==> config.mk <==
export PLATFORM = sky130hd
export DESIGN_NAME = pair_issue
export DESIGN_NICKNAME = d
export VERILOG_FILES = /design/src/rtl/pair_pkg.sv /design/src/rtl/pair_classify.sv /design/src/rtl/pair_hazard.sv /design/src/rtl/pair_issue.sv
export SDC_FILE = /design/constraint.sdc
export NUM_CORES = 1
export LEC_CHECK = 0
export CORE_MARGIN = 5
export CORE_UTILIZATION = 25
export CTS_BUF_LIST = sky130_fd_sc_hd__clkbuf_4 sky130_fd_sc_hd__clkbuf_8 sky130_fd_sc_hd__clkbuf_16
export DETAILED_ROUTE_END_ITERATION = 12
export GPL_TIMING_DRIVEN = 0
export PLACE_DENSITY = 0.83
export SLEW_MARGIN = 5
export SYNTH_ARGS = -nofsm -noshare
export SYNTH_HDL_FRONTEND = slang
export SYNTH_HIERARCHICAL = 1
export SYNTH_SLANG_ARGS = --single-unit
==> constraint.sdc <==
create_clock -name clk -period 1.6 [get_ports clk]
set_input_delay 0.16 -clock clk [delete_from_list [all_inputs] [get_ports clk]]
set_output_delay 0.16 -clock clk [all_outputs]
set_load 0.02 [all_outputs]
==> src/rtl/pair_pkg.sv <==
package pair_pkg;
  localparam int KIND_W = 4;
  localparam int PFX_W  = 3;
  localparam int MEM_W  = 2;

  typedef enum logic [1:0] {
    PC_UV = 2'b00,
    PC_U  = 2'b01,
    PC_V  = 2'b10,
    PC_NP = 2'b11
  } pcls_t;

  localparam logic [KIND_W-1:0] K_INCDEC = 4'd5;
  localparam logic [KIND_W-1:0] K_PUSH   = 4'd6;
  localparam logic [KIND_W-1:0] K_POP    = 4'd7;
  localparam logic [KIND_W-1:0] K_BRANCH = 4'd8;
  localparam logic [KIND_W-1:0] K_CALL   = 4'd9;
  localparam logic [KIND_W-1:0] K_SHIFT  = 4'd10;
  localparam logic [KIND_W-1:0] K_ROTATE = 4'd11;

  localparam logic [MEM_W-1:0] M_RMW = 2'd3;

  typedef struct packed {
    logic [KIND_W-1:0] kind;
    logic [PFX_W-1:0]  pfx;
    logic [MEM_W-1:0]  mem;
    logic              immdisp;
    logic              cnst;
    logic              one;
  } desc_t;
endpackage

==> src/rtl/pair_classify.sv <==
module pair_classify
  import pair_pkg::*;
(
  input  desc_t       d,
  output logic [1:0]  cls
);
  logic simple_k;
  logic stack_k;

  always_comb begin
    simple_k = (d.kind <= K_INCDEC);
    stack_k  = ((d.kind == K_PUSH) || (d.kind == K_POP)) && (d.mem != M_RMW);
    cls = PC_NP;
    if (d.immdisp)
      cls = PC_NP;
    else if (simple_k || stack_k)
      cls = (|d.pfx) ? PC_U : PC_UV;
    else if (d.kind == K_BRANCH)
      cls = PC_V;
    else if ((d.kind == K_CALL) && d.cnst)
      cls = PC_V;
    else if ((d.kind == K_SHIFT) && d.cnst)
      cls = PC_U;
    else if ((d.kind == K_ROTATE) && d.one)
      cls = PC_U;
  end
endmodule

==> src/rtl/pair_hazard.sv <==
module pair_hazard #(
  parameter int NREG = 8,
  localparam int RW = $clog2(NREG)
) (
  input  logic [NREG-1:0] a_rd_mask,
  input  logic            a_wr_en,
  input  logic [RW-1:0]   a_wr_reg,
  input  logic            b_wr_en,
  input  logic [RW-1:0]   b_wr_reg,
  output logic            hazard
);
  logic raw_hit;
  logic waw_hit;

  always_comb begin
    raw_hit = a_rd_mask[b_wr_reg];
    waw_hit = a_wr_en && (a_wr_reg == b_wr_reg);
    hazard  = b_wr_en && (raw_hit || waw_hit);
  end
endmodule

==> src/rtl/pair_issue.sv <==
module pair_issue
  import pair_pkg::*;
#(
  parameter int NREG = 8,
  localparam int RW = $clog2(NREG)
) (
  input  logic                clk,
  input  logic                rst,
  input  logic                in_valid,
  input  logic [KIND_W-1:0]   a_kind,
  input  logic [PFX_W-1:0]    a_pfx,
  input  logic [MEM_W-1:0]    a_mem,
  input  logic                a_immdisp,
  input  logic                a_cnst,
  input  logic                a_one,
  input  logic [NREG-1:0]     a_rd_mask,
  input  logic                a_wr_en,
  input  logic [RW-1:0]       a_wr_reg,
  input  logic [KIND_W-1:0]   b_kind,
  input  logic [PFX_W-1:0]    b_pfx,
  input  logic [MEM_W-1:0]    b_mem,
  input  logic                b_immdisp,
  input  logic                b_cnst,
  input  logic                b_one,
  input  logic                b_wr_en,
  input  logic [RW-1:0]       b_wr_reg,
  output logic                issue_u,
  output logic                issue_v,
  output logic [1:0]          cls_u,
  output logic [1:0]          cls_v
);
  localparam int NSLOT = 2;

  desc_t      slot_d   [NSLOT];
  logic [1:0] slot_cls [NSLOT];
  logic       hazard;
  logic       u_ok;
  logic       v_ok;
  logic       dual;

  always_comb begin
    slot_d[0] = '{kind: a_kind, pfx: a_pfx, mem: a_mem,
                  immdisp: a_immdisp, cnst: a_cnst, one: a_one};
    slot_d[1] = '{kind: b_kind, pfx: b_pfx, mem: b_mem,
                  immdisp: b_immdisp, cnst: b_cnst, one: b_one};
  end

  for (genvar s = 0; s < NSLOT; s++) begin : g_cls
    pair_classify u_cls (
      .d   (slot_d[s]),
      .cls (slot_cls[s])
    );
  end

  pair_hazard #(.NREG(NREG)) u_haz (
    .a_rd_mask (a_rd_mask),
    .a_wr_en   (a_wr_en),
    .a_wr_reg  (a_wr_reg),
    .b_wr_en   (b_wr_en),
    .b_wr_reg  (b_wr_reg),
    .hazard    (hazard)
  );

  always_comb begin
    u_ok = (slot_cls[0] == PC_UV) || (slot_cls[0] == PC_U);
    v_ok = (slot_cls[1] == PC_UV) || (slot_cls[1] == PC_V);
    dual = in_valid && u_ok && v_ok && !hazard;
  end

  always_ff @(posedge clk) begin
    if (rst) begin
      issue_u <= 1'b0;
      issue_v <= 1'b0;
      cls_u   <= PC_NP;
      cls_v   <= PC_NP;
    end else begin
      issue_u <= in_valid;
      issue_v <= dual;
      cls_u   <= slot_cls[0];
      cls_v   <= slot_cls[1];
    end
  end
endmodule

# Word level (Yosys, flattened, before mapping)
# Cells that the tools add are included.
# Widths: inputs -> output; s select.
# totals
input_bits	43
regBits	6
# op_classes
reduce_logical	25
mux	16
n_eq_ne	17
n_lt_le_gt_ge	3
# op_table
cell	count
$eq 4x4->1 const B	8
$mux 2	12
$eq 4x3->1 const B	4
$logic_and 1x1->1	13
$le 4x3->1 const B	2
$logic_or 1x1->1	7
$reduce_or 3->1	2
$logic_not 2->1	2
$lt 3x4->1 const B	1
$ne 2x2->1 const B	2
$bmux 1 s3	1
$eq 3x3->1	1
$mux 1	3
$eq 2x1->1 const B	1
$eq 2x2->1 const B	1
$logic_not 1->1	1

# Depth between registers and ports, before layout
# Gate-level depths: netlist of the first run.
# logic_depth
ltp_word	13
ltp_mapped	4

# Cells and area by module
# The synthesis of the first run kept the hierarchy.
# by_module_without_submodules
module	area_each_um2	n_inst	cells_each	seq_area_each_um2
pair_issue	177.7	1	12	120.1
pair_classify	66.3	2	8	0.0
pair_hazard	102.6	1	8	0.0

# Worst setup path after synthesis of the first run
# No wires, ideal clock.
# synth_timing
kind	input to register
from	input port b_wr_reg[2]
to	register issue_v
path_buffers	0
setup_ps	87
path_slack_ps	382
t_required_ps	1513
t_arrival_ps	1131
stages	4
cell_sequence	mux4_1 mux2i_1 a21boi_1 nor4b_4
# synth_via
elab_chain_len	6
# synth_rtl
item	line_no	rtl
start: declaration	pair_issue.sv:26	input logic [RW-1:0] b_wr_reg,
$bmux 1 s3 / $eq 3x3->1 (equally long branches)	pair_hazard.sv:16, pair_hazard.sv:17	
$mux 1 (not written as such) / $logic_and 1x1->1 (equally long branches)	pair_hazard.sv:16, pair_hazard.sv:17	
$logic_or 1x1->1 (*)	pair_hazard.sv:18	hazard = b_wr_en && (raw_hit || waw_hit);
$logic_and 1x1->1 (*)	pair_hazard.sv:18	
via hazard	pair_issue.sv:36	logic hazard;
$logic_not 1->1 (*)	pair_issue.sv:67	dual = in_valid && u_ok && v_ok && !hazard;
$logic_and 1x1->1 (*)	pair_issue.sv:67	
end signal: assignment	pair_issue.sv:78	issue_v <= dual;
end: declaration	pair_issue.sv:28	output logic issue_v,
# The timed path passes the listed nets; every way through them passes the cells marked *. The select of a mux whose other input is x is not followed.
# A chain may end at the register's enable or synchronous reset.

# Worst setup path in the final report of the first run
# layout_timing
from	input port a_rd_mask[3]
to	register issue_v
# layout_via
elab_chain_len	6
# layout_rtl
item	line_no	rtl
start: declaration	pair_issue.sv:16	input logic [NREG-1:0] a_rd_mask,
$bmux 1 s3	pair_hazard.sv:16	raw_hit = a_rd_mask[b_wr_reg];
$mux 1 (not written as such)	pair_hazard.sv:16	
$logic_or 1x1->1	pair_hazard.sv:18	
$logic_and 1x1->1	pair_hazard.sv:18	
via hazard	pair_issue.sv:36	
$logic_not 1->1	pair_issue.sv:67	
$logic_and 1x1->1	pair_issue.sv:67	
# The timed path passes the listed nets, and every way through them passes these cells. The select of a mux whose other input is x is not followed.

==> qor.yml, run 1 <==
worst_setup_path:
  max_stage_delay_ps: 480
  worst-setup-path-type: "input port to flop"
  cp_max_fo: 1
  cp-start-kind: "input port"
  worst_ep_required_time_ps: 1750
  critPathArrivalTime_ps: 1540
  critPathCaptureType: "flop"
  crit_chain: "clkdlybuf4s50_1 > mux4_1 > mux2i_1 > a21boi_1 > nor4b_4"
  critPathSlowestCell: "mux4_1"
  critPathLaunch: "a_rd_mask[3]"
floorplan:
  initial_utilization_pct: 26.8
  core_um2: 1540
  io_pins: 49
  rows: 14
  dieWidth_um: 50.6
  die_y_um: 50.6
  die_area_um2: 2560
cells_and_area:
  drive_above_1_share_pct: 6.90
  post-route-util_pct: 60.6
  insertedDiodeCount: 0
  stdcell_count: 103
  nets: 132
  syn_to_final_growth_pct: 126
global_route:
  antenna_found_initial: 0
  grt-ovfl-total: 0
  grt_start_max_net_pins: 6
  grt_usage_pct: 10.3
  grt_pass1_wl_um: 2010
  first_global_vias: 540
cts:
  clock-sinks: 6
  clk_pin_slew_worst_paths_ps: 40
  post_cts_buffers: 0
  clock-root-buffer: "clkbuf_4"
  cts_hold_buffers: 0
  cts_max_level: 1
  cts_tree: "done"
  cts_buffers: 3
  clk_path_buf_depth: 2
yosys:
  ys_ff_latch: 6
  synth.top_cell.area_share_pct: 29.1
  synthesis.area_um2: 413
  yosys-top-cells-area: "dfxtp_1 29%, mux4_1 13%, mux2i_1 7.3%"
  synth_seq_area_share_pct: 29.1
  yosysTopAreaCell: "dfxtp_1"
  synth_nets: 79
  syn-instance-count: 36
  syn_avg_cell_area_um2: 11.5
  ys_types: 18
  yosysWarnings: 6
drt:
  routed_wirelength_um: 1310
  vias: 515
  ant_nets: 0
  post_drt_wl_per_cell_um: 12.7
  via_per_inst: 5.00
  drc: 0
  drt-initial-drc-count: 2
  drtPass1Iterations: 4
power:
  peakVddDrop_v: 0.000239
  pwr-share-comb_pct: 37.7
  pwr-share-clk_pct: 28.3
  p_sw_share_pct: 20.6
  seqPwrFrac_pct: 33.9
  p_leak_uw: 0.000347
  powerDensity_nw_per_um2: 493
  intPower_uw: 366
  p_switching_uw: 94.7
timing:
  fin_crit_ps: 1390
  relSlewSlack_pct: 79.2
  worst-slew-pin-transition_ps: 307
  finalCritPeriodShare_pct: 86.9
  hold_violations: 0
  drv_slew: 0
  setup_viol: 0
  rsz0062_at_grt: "false"
  clock.fmax_mhz: 719
placement:
  io_buffers: 48
  place.gp.congestion: 0.708
  place_inst: 100
worst_hold_path:
  min_path_type: "input port to flop"
  worstHoldStart: "in_valid"
run:
  cap_violations: 0
status:
  status: "complete, no violations"
[worst max-delay path, delay by kind of cell]
family                 cells  cell delay (ps)
multiplexers               2              630
AO/OA/AOI/OAI              1              110
buffers and inverters      1              400
AND/OR/NAND/NOR            1              240
[through the flow]
stage                     setup WS [ps]  cell area (um2)  hold WS (ps)  setup TNS [ps]  total power [uW]
after floorplan                     382              413           232               0               209
after global placement             -245              913           767            -245               332
after detailed placement           -260              913           779            -260               336
after CTS                           184              933           530               0               468
after global routing                147              933           550               0               493
final                               209              933           526               0               460
[power groups by stage]
stage | logic [uW] | registers [uW] | clock network, uW
after floorplan | 43.4 | 165 | 0
final | 174 | 156 | 131
after global routing | 187 | 156 | 150
after CTS | 175 | 156 | 137
after global placement | 173 | 159 | 0
after detailed placement | 177 | 159 | 0
[routing by layer]
layer / wire (um) / global-route usage [%] / part of all wire [%] / vias up
li1: - / - / - / 255
met1: 418 / 9.24 / 32 / 236
met2: 771 / 19.2 / 59 / 24
met3: 118 / 2.37 / 9.0 / 0
met4: 0 / 7.66 / 0 / 0
met5: 0 / 0 / 0 / -
[cells in the final DEF (no fill, tap or decap), types with 2 or more instances in the layout]
| cell type | instances |
|---|---|
| clkdlybuf4s50_1 | 46 |
| dfxtp_1 | 6 |
| clkbuf_4 | 3 |
| mux2i_1 | 3 |
| xnor2_1 | 3 |
| or2_1 | 2 |
| a41oi_1 | 2 |
| nor4_1 | 2 |
| or2b_1 | 2 |
| nor4b_1 | 2 |
| a22oi_1 | 2 |
| nor4bb_1 | 2 |
| o21bai_1 | 2 |
| dlygate4sd2_1 | 2 |
| mux4_1 | 2 |
[final timing paths]
check,end,cells past startpoint
worst max-delay path,issue_v,5
worst min-delay path,issue_v,2
[synthesized netlist by cell type]
cell	instances
or2_2	1
mux4_1	2
or2_4	1
nor4b_1	2
nand4_1	1
or2_1	2
xnor2_1	3
a22oi_1	2
or2b_1	2
nor4b_4	1
nor4_1	2
dfxtp_1	6
mux2i_1	3
nor2b_1	1
a21boi_1	1
nor4bb_1	2
o21bai_1	2
a41oi_1	2
[layout make-up]
type,instances,area [um2]
Timing Repair Buffer,48,478
Sequential cell,6,120
Clock buffer,3,22.5
Multi-Input combinational cell,30,293
Tap cell,16,20.0
Fill cell,138,608
[logic make-up after synthesis]
group | count (synthesis) | share of synthesized area, %
XOR/XNOR | 3 | 6.36
multiplexers | 5 | 20.0
flip-flops | 6 | 29.1
AO/OA/AOI/OAI | 7 | 13.3
AND/OR/NAND/NOR | 15 | 31.2
[registers in the layout, indices dropped and copies added (netlist names)]
name	count
cls_u	2
cls_v	2
issue_u	1
issue_v	1
[timing repair]
item                                    CTS  global route
hold endpoints to repair                  0             0
endpoints found under the setup margin    1             0
resized for setup                         2             0
No activity file was read; power rests on OpenSTA's default activity.
==> run 2, diff against run 1 <==
Settings changed: ABC_AREA set to 1, CORE_UTILIZATION 25 to 31, PLACE_DENSITY 0.83 to 0.87.
==> qor.yml, run 2 <==
global_route:
  grtUsageMet3_pct: 2.56
  grt_pass1_wl_um: 2740
  met1_usage_pct: 12.9
  antenna_found_initial: 0
  grt_start_max_net_pins: 8
  grt.met2_usage_pct: 24.4
  grt_usage_pct: 12.8
  grt-ovfl-total: 0
  top_usage_layer: "met2"
  first_global_vias: 740
placement:
  io_buffers: 48
  place.gp.congestion: 0.719
  place_inst: 182
  place_area_um2: 1070
  dp_hpwl_um: 1480
yosys:
  synth_seq_area_share_pct: 21.5
  yosys-top-cells-area: "nand2_1 26%, dfxtp_1 21%, inv_1 18%"
  syn_avg_cell_area_um2: 5.13
  synthesis.area_um2: 559
  yosysTopAreaCell: "nand2_1"
  ys_top_cells_by_count: "38 x nand2_1, 27 x inv_1, 16 x nor2_1"
  synth_edf_count: 0
  synth_most_common_cell: "nand2_1"
  yosysWarnings: 6
  synth_ff_type: "dfxtp_1"
  syn-instance-count: 109
  async_flop_share_pct: 0
  ys_types: 11
  synth_nets: 152
  synth.top_cell.area_share_pct: 25.5
  ys_ff_latch: 6
drt:
  vias: 762
  ant_nets: 0
  drtPass1Iterations: 3
  routed_wirelength_um: 1660
  post_drt_wl_per_cell_um: 8.95
  drc: 0
  drt-initial-drc-count: 4
  via_per_inst: 4.12
worst_setup_path:
  worst_ep_required_time_ps: 1440
  critPathArrivalTime_ps: 1150
  crit_chain: "clkdlybuf4s50_1"
  cp_max_fo: 1
  cp_top_family: "buffers and inverters"
  crit_buf_inv: 1
  worst-setup-path-type: "flop to output pin"
  max_stage_delay_ps: 610
  critPathCaptureType: "output pin"
  cp-start-kind: "flop"
  critPathSlowestCell: "clkdlybuf4s50_1"
cts:
  clock-sinks: 6
  clk_pin_slew_worst_paths_ps: 40
  clk_path_buf_depth: 2
  cts_max_level: 1
  post_cts_buffers: 0
  cts_hold_buffers: 0
  cts_tree: "done"
  cts_resized: 0
  cts_buffers: 3
  clock-root-buffer: "clkbuf_4"
timing:
  relSlewSlack_pct: 83.5
  setup_viol: 0
  clock.fmax_mhz: 766
  drv_slew: 0
  fin_crit_ps: 1310
  hold_violations: 0
  rsz0062_at_grt: "false"
  finalCritPeriodShare_pct: 81.6
  fin_tns_setup_ps: 0
  worst-slew-pin-transition_ps: 247
cells_and_area:
  drive_above_1_share_pct: 8.13
  nets: 205
  regArea_um2: 120
  multiInputGateArea_um2: 334
  syn_to_final_growth_pct: 95.5
  layout_commonest_cell: "clkdlybuf4s50_1"
  fillers: 179
  insertedDiodeCount: 0
  stdcell_count: 185
  final_cell_mix: "48 x clkdlybuf4s50_1, 38 x nand2_1, 27 x inv_1"
  largestRegisters: "cls_u x2, cls_v x2"
  design_area_um2: 1090
floorplan:
  die_area_um2: 2750
  io_pins: 49
  rows: 15
  dieWidth_um: 52.5
  core_um2: 1730
  initial_utilization_pct: 32.4
  die_y_um: 52.5
worst_hold_path:
  holdPathEnd: "issue_u"
  worstHoldStart: "in_valid"
  hold_depth: 3
  min_path_type: "input port to flop"
power:
  p_leak_uw: 0.000571
  peakVddDrop_v: 0.000197
  powerDensity_nw_per_um2: 455
status:
  status: "complete, no violations"
run:
  cap_violations: 0
==> run 2: changes by cell type after synthesis, sizes merged, moves of 3 or more <==
cell / previous run / this run
inv: 0 / 28
mux2i: 3 / 0
nand2: 0 / 38
nand3: 0 / 14
nor2: 0 / 17
nor4b: 3 / 0
xnor2: 3 / 0
==> run 2: worst max path at each step <==
stage | from | to | slack (ps) | cells after the start
after floorplan | a_kind[3] | cls_u[0] | 750 | 6
after global placement | b_wr_reg[0] | issue_v | 110 | 11
after detailed placement | b_wr_reg[0] | issue_v | 90 | 11
after CTS | cls_v[1] | cls_v[1] | 280 | 1
after global routing | b_wr_reg[0] | issue_v | 180 | 11
final | cls_v[1] | cls_v[1] | 290 | 1
==> run 2: cell families after synthesis <==
family	share of synthesized area, %
compound gates	3.13
buf+inv	18.8
flops	21.5
simple gates	56.6
==> run 2: where the power goes <==
group / internal [uW] / total [uW] / leakage [uW] / switching (uW)
Combinational: 131 / 210 / 0.000508 / 79.0
Sequential: 156 / 157 / 0.0000493 / 1.30
Clock: 84.2 / 130 / 0.0000138 / 46.0
Total: 371 / 497 / 0.000571 / 126
==> run 2: per-layer routing <==
layer / wire, um / vias up
met2: 902 / 29
met4: 17 / 0
met5: 0 / -
li1: - / 419
met1: 633 / 310
met3: 103 / 4
==> run 2: area by class of cell <==
type	count	share of cell area, %
repair buffers	48	43.9
multi-input cells	75	30.5
flip-flops and latches	6	11.0
inverters	28	9.61
well taps	25	2.86
clock buffers	3	2.06
==> run 2: metrics by stage <==
step	hold slack, ps	worst slack (ps)	utilization, %	total power, uW
floorplan	231	746	-	237
finish	466	294	63.3	497
global placement	711	113	62.0	364
global route	470	177	63.3	540
CTS	466	277	63.3	500
detailed placement	712	87.2	62.0	370
